**config.mk**
```make
export PLATFORM = sky130hd
export DESIGN_NAME = hiwin_decoder
export DESIGN_NICKNAME = d
export VERILOG_FILES = /design/src/rtl/hiwin_pkg.sv /design/src/rtl/hiwin_enable_reg.sv /design/src/rtl/hiwin_match.sv /design/src/rtl/hiwin_decoder.sv
export SDC_FILE = /design/constraint.sdc
export NUM_CORES = 1
export LEC_CHECK = 0
export ABC_AREA = 1
export BUFFER_PORTS_ARGS = -buffer_cell sky130_fd_sc_hd__buf_4
export CORE_MARGIN = 2
export CORE_UTILIZATION = 25
export DETAILED_ROUTE_END_ITERATION = 6
export GPL_TIMING_DRIVEN = 0
export PLACE_DENSITY = 0.53
export SYNTH_ARGS = -nofsm -noshare
export SYNTH_HDL_FRONTEND = slang
export SYNTH_SLANG_ARGS = --single-unit
```
**constraint.sdc**
```tcl
create_clock -name clk -period 3.7 [get_ports clk]
set_clock_uncertainty 0.2 [all_clocks]
set_input_delay 0 -clock clk [delete_from_list [all_inputs] [get_ports clk]]
set_output_delay 0 -clock clk [all_outputs]
set_load 0.005 [all_outputs]
```
**src/rtl/hiwin_pkg.sv**
```systemverilog
package hiwin_pkg;
  // Qualifier carried alongside every host address
  typedef struct packed {
    logic valid;
    logic is_mem;
  } hst_qual_t;
endpackage

```
**src/rtl/hiwin_enable_reg.sv**
```systemverilog
module hiwin_enable_reg #(
  parameter int REG_AW = 12,
  parameter int NUM_WIN = 32,
  parameter logic [REG_AW-1:0] EN_OFFSET = 12'h060
) (
  input  logic               clk,
  input  logic               rst,
  input  logic               cfg_wr,
  input  logic [REG_AW-1:0]  cfg_addr,
  input  logic [NUM_WIN-1:0] cfg_wdata,
  output logic [NUM_WIN-1:0] en_map
);
  logic hit_offset;
  assign hit_offset = cfg_wr && (cfg_addr == EN_OFFSET);

  always_ff @(posedge clk) begin
    if (rst)             en_map <= '0;
    else if (hit_offset) en_map <= cfg_wdata;
  end
endmodule

```
**src/rtl/hiwin_match.sv**
```systemverilog
module hiwin_match
  import hiwin_pkg::*;
#(
  parameter int NUM_WIN = 32,
  parameter int IDX_W = 5,
  parameter int TAG_W = 4,
  parameter logic [TAG_W-1:0] REGION_TAG = 4'hF
) (
  input  logic               clk,
  input  logic               rst,
  input  logic [NUM_WIN-1:0] en_map,
  input  hst_qual_t          qual,
  input  logic [TAG_W-1:0]   addr_tag,
  input  logic [IDX_W-1:0]   addr_idx,
  output logic               claim_q,
  output logic [IDX_W-1:0]   idx_q
);
  logic               in_region;
  logic [NUM_WIN-1:0] slot_hit;
  logic               any_hit;

  assign in_region = qual.valid && qual.is_mem && (addr_tag == REGION_TAG);

  // One comparator per slice; at most one can fire
  for (genvar w = 0; w < NUM_WIN; w++) begin : g_slot
    assign slot_hit[w] = in_region && en_map[w] && (addr_idx == IDX_W'(w));
  end

  assign any_hit = |slot_hit;

  always_ff @(posedge clk) begin
    if (rst) begin
      claim_q <= 1'b0;
      idx_q   <= '0;
    end else begin
      claim_q <= any_hit;
      idx_q   <= any_hit ? addr_idx : '0;
    end
  end
endmodule

```
**src/rtl/hiwin_decoder.sv**
```systemverilog
module hiwin_decoder
  import hiwin_pkg::*;
#(
  parameter int ADDR_W = 32,
  parameter int REG_AW = 12,
  parameter int NUM_WIN = 32,
  parameter int WIN_SHIFT = 23,
  parameter logic [ADDR_W-1:0] REGION_BASE = 32'hF000_0000,
  parameter logic [REG_AW-1:0] EN_OFFSET = 12'h060
) (
  input  logic                       clk,
  input  logic                       rst,
  input  logic                       cfg_wr,
  input  logic [REG_AW-1:0]          cfg_addr,
  input  logic [NUM_WIN-1:0]         cfg_wdata,
  input  logic                       hst_valid,
  input  logic                       hst_is_mem,
  input  logic [ADDR_W-1:0]          hst_addr,
  output logic                       win_claim,
  output logic [$clog2(NUM_WIN)-1:0] win_idx
);
  localparam int IDX_W = $clog2(NUM_WIN);
  localparam int TAG_W = ADDR_W - WIN_SHIFT - IDX_W;
  localparam logic [TAG_W-1:0] REGION_TAG = REGION_BASE[ADDR_W-1 -: TAG_W];

  logic [NUM_WIN-1:0] en_map;
  hst_qual_t          qual;
  logic               unused_low;

  assign qual.valid  = hst_valid;
  assign qual.is_mem = hst_is_mem;
  assign unused_low  = ^hst_addr[WIN_SHIFT-1:0];

  hiwin_enable_reg #(
    .REG_AW(REG_AW), .NUM_WIN(NUM_WIN), .EN_OFFSET(EN_OFFSET)
  ) u_en (
    .clk(clk), .rst(rst), .cfg_wr(cfg_wr), .cfg_addr(cfg_addr),
    .cfg_wdata(cfg_wdata), .en_map(en_map)
  );

  hiwin_match #(
    .NUM_WIN(NUM_WIN), .IDX_W(IDX_W), .TAG_W(TAG_W), .REGION_TAG(REGION_TAG)
  ) u_match (
    .clk(clk), .rst(rst), .en_map(en_map), .qual(qual),
    .addr_tag(hst_addr[ADDR_W-1 -: TAG_W]),
    .addr_idx(hst_addr[WIN_SHIFT +: IDX_W]),
    .claim_q(win_claim), .idx_q(win_idx)
  );
endmodule

```
Word level (Yosys, flattened, before mapping)

Cells that the tools add are included.

Bits in registers: 38
Bits of input ports: 81
Output and inout port bits: 6
Logic and storage cells: 107

Equality and inequality tests: 33
Bitwise logic cells: 1
Reduce and logical (&&, ||, !) cells: 70

Operators by type and width:

| kind                  | number |
|---|---|
| $eq A5 B5 Y1 const B  | 16 |
| $logic_and A1 B1 Y1   | 67 |
| $eq A5 B4 Y1 const B  | 8 |
| $reduce_or A32 Y1     | 1 |
| $eq A5 B3 Y1 const B  | 4 |
| $eq A12 B7 Y1 const B | 1 |
| $eq A5 B2 Y1 const B  | 2 |
| $eq A5 B1 Y1 const B  | 1 |
| $logic_not A5 Y1      | 1 |
| $eq A4 B4 Y1 const B  | 1 |
| $reduce_or A2 Y1      | 1 |
| $not A1 Y1            | 1 |

Longest topological paths before layout

Depth in word-level cells: 7
Mapped depth: 12
Gate-level depth less buffers: 12

Hierarchy

Synthesis repeated with hierarchy kept, for this count alone.

Cell total of the unflattened synthesis: 340
Area total of the unflattened synthesis: 2,132.0 um^2

By module, submodules not included:

| module           | times used | cells an instance | area each (um^2) | sequential area each (um^2) |
|---|---|---|---|---|
| hiwin_enable_reg | 1          | 229               | 1,507.7          | 640.6 |
| hiwin_match      | 1          | 111               | 624.3            | 120.1 |

Worst setup path before layout

Ideal clock, no wire load.

Path kind: in2reg
Start: input cfg_addr[1]
End: register u_en.en_map[11]
Setup time: 128 ps
Arrival: 886 ps
Required time: 3,372 ps
Slack: 2,486 ps
Cell stages on the path: 5
Buffers on the path: 1
Cells stage by stage: nor4_1 > nand3_1 > clkbuf_1 > o21ai_1 > a21oi_1

Word-level cells in the longest chain between the ends: 2

Ends and longest elaborated chain:

| item                 | line                   | text |
|---|---|---|
| from (decl)          | hiwin_decoder.sv:14    | `input logic [REG_AW-1:0] cfg_addr,` |
| $eq A12 B7 Y1        | hiwin_enable_reg.sv:14 | `assign hit_offset = cfg_wr && (cfg_addr == EN_OFFSET);` |
| $logic_and A1 B1 Y1  | hiwin_enable_reg.sv:14 |  |
| to (signal assigned) | hiwin_enable_reg.sv:18 | `else if (hit_offset) en_map <= cfg_wdata;` |
| to (decl)            | hiwin_enable_reg.sv:11 | `output logic [NUM_WIN-1:0] en_map` |

Every way passes these cells.
A chain may end at the register's enable or synchronous reset.

Worst setup path in the final report

Start: input hst_addr[24]
End: register u_match.idx_q[3]

Word-level cells in the longest chain between the ends: 5
Elaborated cells between the ends (all ways): 67
Classes of those cells: 31 x eq/ne; 1 x bitwise; 35 x reduce/logical

Ends and longest elaborated chain:

| item                                  | line                | text |
|---|---|---|
| from (decl)                           | hiwin_decoder.sv:18 | `input logic [ADDR_W-1:0] hst_addr,` |
| $eq A5 B1 Y1 (tied with other cells)  | hiwin_match.sv:26   | `assign slot_hit[w] = in_region && en_map[w] && (addr_idx == IDX_W'(w));` |
| $logic_and A1 B1 Y1                   | hiwin_match.sv:26   |  |
| $reduce_or A32 Y1 (*)                 | hiwin_match.sv:29   | `assign any_hit = \|slot_hit;` |
| $not A1 Y1 (no source line) (*)       | n/a                 |  |
| $reduce_or A2 Y1 (no source line) (*) | n/a                 |  |
| to (signal assigned)                  | hiwin_match.sv:37   | `idx_q <= any_hit ? addr_idx : '0;` |
| to (decl)                             | hiwin_match.sv:16   | `output logic [IDX_W-1:0] idx_q` |

Every way passes the cells marked *; elsewhere a longest branch is shown, timed or not.

==> qor.csv <==
stage,metric,value,unit
outcome,status,completed,
timing,max-slew-margin-rel,0.699,
floorplanning,initial_utilization,0.258,
cts,clockRootBuffer,clkbuf_8,
placed_design,placed_cells,410,
layout,area_delta_synth_final,63.9,%
logic_synthesis,synth_area,1750,um2
cts,clkTransAtPathRegs,70,ps
grt,antenna_found_initial,0,
logic_synthesis,syn_inst,251,
critical_path,criticalPathCategory,input port to flip-flop,
drt,wl_per_cell,10.5,um
layout,final_cell_mix,"buf_4, dlygate4sd3_1, inv_1, dfxtp_1, a21oi_1",
critical_path,crit_fanout,8,
placed_design,placed_cell_area,2340,um2
cts,clock_sinks,38,
critical_path,end_kind,flip-flop,
pwr,p_total,0.797,mW
min_path,hold_path.class,input port to flip-flop,
cts,cts_tree,built,
cts,cts_resized,0,
logic_synthesis,synth_seq_area_share,0.434,
placed_design,io_buffers,63,
layout,final_core_utilization,0.423,
logic_synthesis,ys_types,18,
grt,overflow,0,
cts,clkLatencyLatePin,290,ps
layout,final_common_cell,buf_4,
floorplanning,std_cell_rows,30,
timing,worstMarginPinSlew,452,ps
drt,drt_iter0_drc,67,
drt,firstDrtPassIters,4,
floorplanning,die_height,87.7,um
timing,rsz0062_at_grt,false,
min_path,hp-start,hst_addr[29],
logic_synthesis,synth_nets,332,
layout,n_antenna_cell,0,
critical_path,arrival,2320,ps
drt,routed_via_density,4.17,
cts,cts_max_path_buffers,2,
logic_synthesis,yosysWarnings,0,
timing,post-route-min-period,2280,ps
critical_path,crit_required,3740,ps
timing,fin_tns_setup,0,ps
layout,drive_gt1_frac,0.251,
timing,fin_crit_sh,0.617,
critical_path,crit-reg2reg-launch,u_en.en_map[16],
floorplanning,dieArea,7690,um2
pwr,peakVddDrop,0.117,mV
cts,htree_levels,2,
layout,final_cells,462,
drt,ant_nets,0,
placed_design,routabilityCongestion,0.800,
timing,hold_viol,0,
layout,fin_nets,447,
timing,max_freq,0.438,GHz
drt,post-route-drc-count,0,
grt,grt_pass1_vias,1670,
layout,fill_cells,712,
timing,setup_slack,1420,ps
pwr,p_per_area,278,nW/um2
drt,num_vias,1925,
timing,maxSlewViolCount,0,
layout,design_area,2870,um2
pwr,p_leak,1.26,nW
critical_path,startpoint,hst_addr[24],
run,drv_cap,0,
critical_path,start_kind,input port,
timing,setup_viol,0,
logic_synthesis,avgSynthCellArea,6.98,um2
grt,grtUsageTotal,0.134,
grt,grt_first_pass_wirelength,7.69,mm
timing,fin_hold_ws,70.0,ps
placed_design,hpwl,3.47,mm
logic_synthesis,ys_ff_latch,38,
drt,routed_wl,4.87,mm
floorplanning,core_region_area,6790,um2
floorplanning,die_w,87.7,um
grt,grt_max_degree,11,
cts,numCtsBuffers,5,
floorplanning,io_pins,87,
placed_design,pre_cts_slack,2010,ps
Yosys cell counts:
master,count,share of area
clkbuf_1,9,0.019
o21ai_1,13,0.037
a21oi_1,32,0.091
nand4_1,2,0.0071
dfxtp_1,38,0.43
nand2_4,1,0.0064
nand2_1,28,0.060
nor4_1,1,0.0036
o21ai_0,20,0.057
nor2_1,9,0.019
nor2_2,7,0.025
nand3_1,31,0.089
nor3_1,2,0.0057
nor2_4,4,0.026
inv_1,41,0.088
nand3b_1,1,0.0043
nand2_2,1,0.0036
inv_2,11,0.024
worst max-delay path: stages:
cell           delay (ps)
dlygate4sd3_1         550
buf_4                 160
nor2_2                330
nand3_1               120
nand2_1                90
inv_1                  40
nand2_1                50
nor2_1                 40
nand2_1                80
nand2_1                60
nand2_2                70
nand2_4                80
nor2_2                 90
dlygate4sd3_1         550
area by class of cell:
type                    count  area [um2]  area share
flip-flops and latches     38         761       0.265
inverters                  52         195      0.0680
repair buffers            108         923       0.322
multi-input cells         152         762       0.265
clock buffers               7        76.3      0.0266
plain buffers               9        33.8      0.0118
well taps                  96         120      0.0418
worst paths after layout:
kind	slack, ps	to	cells after the start
setup / recovery	1420	u_match.idx_q[3]	14
hold / removal	70	u_match.claim_q	7
setup reg to reg	1830	u_match.idx_q[3]	9
hold reg to reg	250	u_en.en_map[30]	2
flip-flops by register name, indices dropped and copies added, names as in the netlist:
signal	flops
u_en.en_map	32
u_match.idx_q	5
u_match.claim_q	1
power breakdown:
part / switching (mW) / internal, mW
logic: 0.0441 / 0.0741
clock network: 0.140 / 0.130
registers: 0.0000371 / 0.409
kinds of logic (layout without fill, tap and decap cells):
group	count (synthesis)	count (layout)	share of synthesized area
flip-flops	38	38	0.434
AO/OA/AOI/OAI	65	65	0.186
AND/OR/NAND/NOR	87	87	0.249
buffers and inverters	61	176	0.131
metal layers:
| layer | up-vias | global-route usage | routed length (um) |
|---|---|---|---|
| li1 | 1036 | - | - |
| met2 | 60 | 0.211 | 2310 |
| met5 | - | 0 | 0 |
| met3 | 5 | 0.0434 | 308 |
| met1 | 824 | 0.173 | 2210 |
| met4 | 0 | 0.0462 | 40 |
timing repair:
action / in CTS / in global routing
hold endpoints to repair: 38 / 0
buffers inserted: 0 / 0
hold buffers: 45 / 0
(Power assumes the default switching activity.)
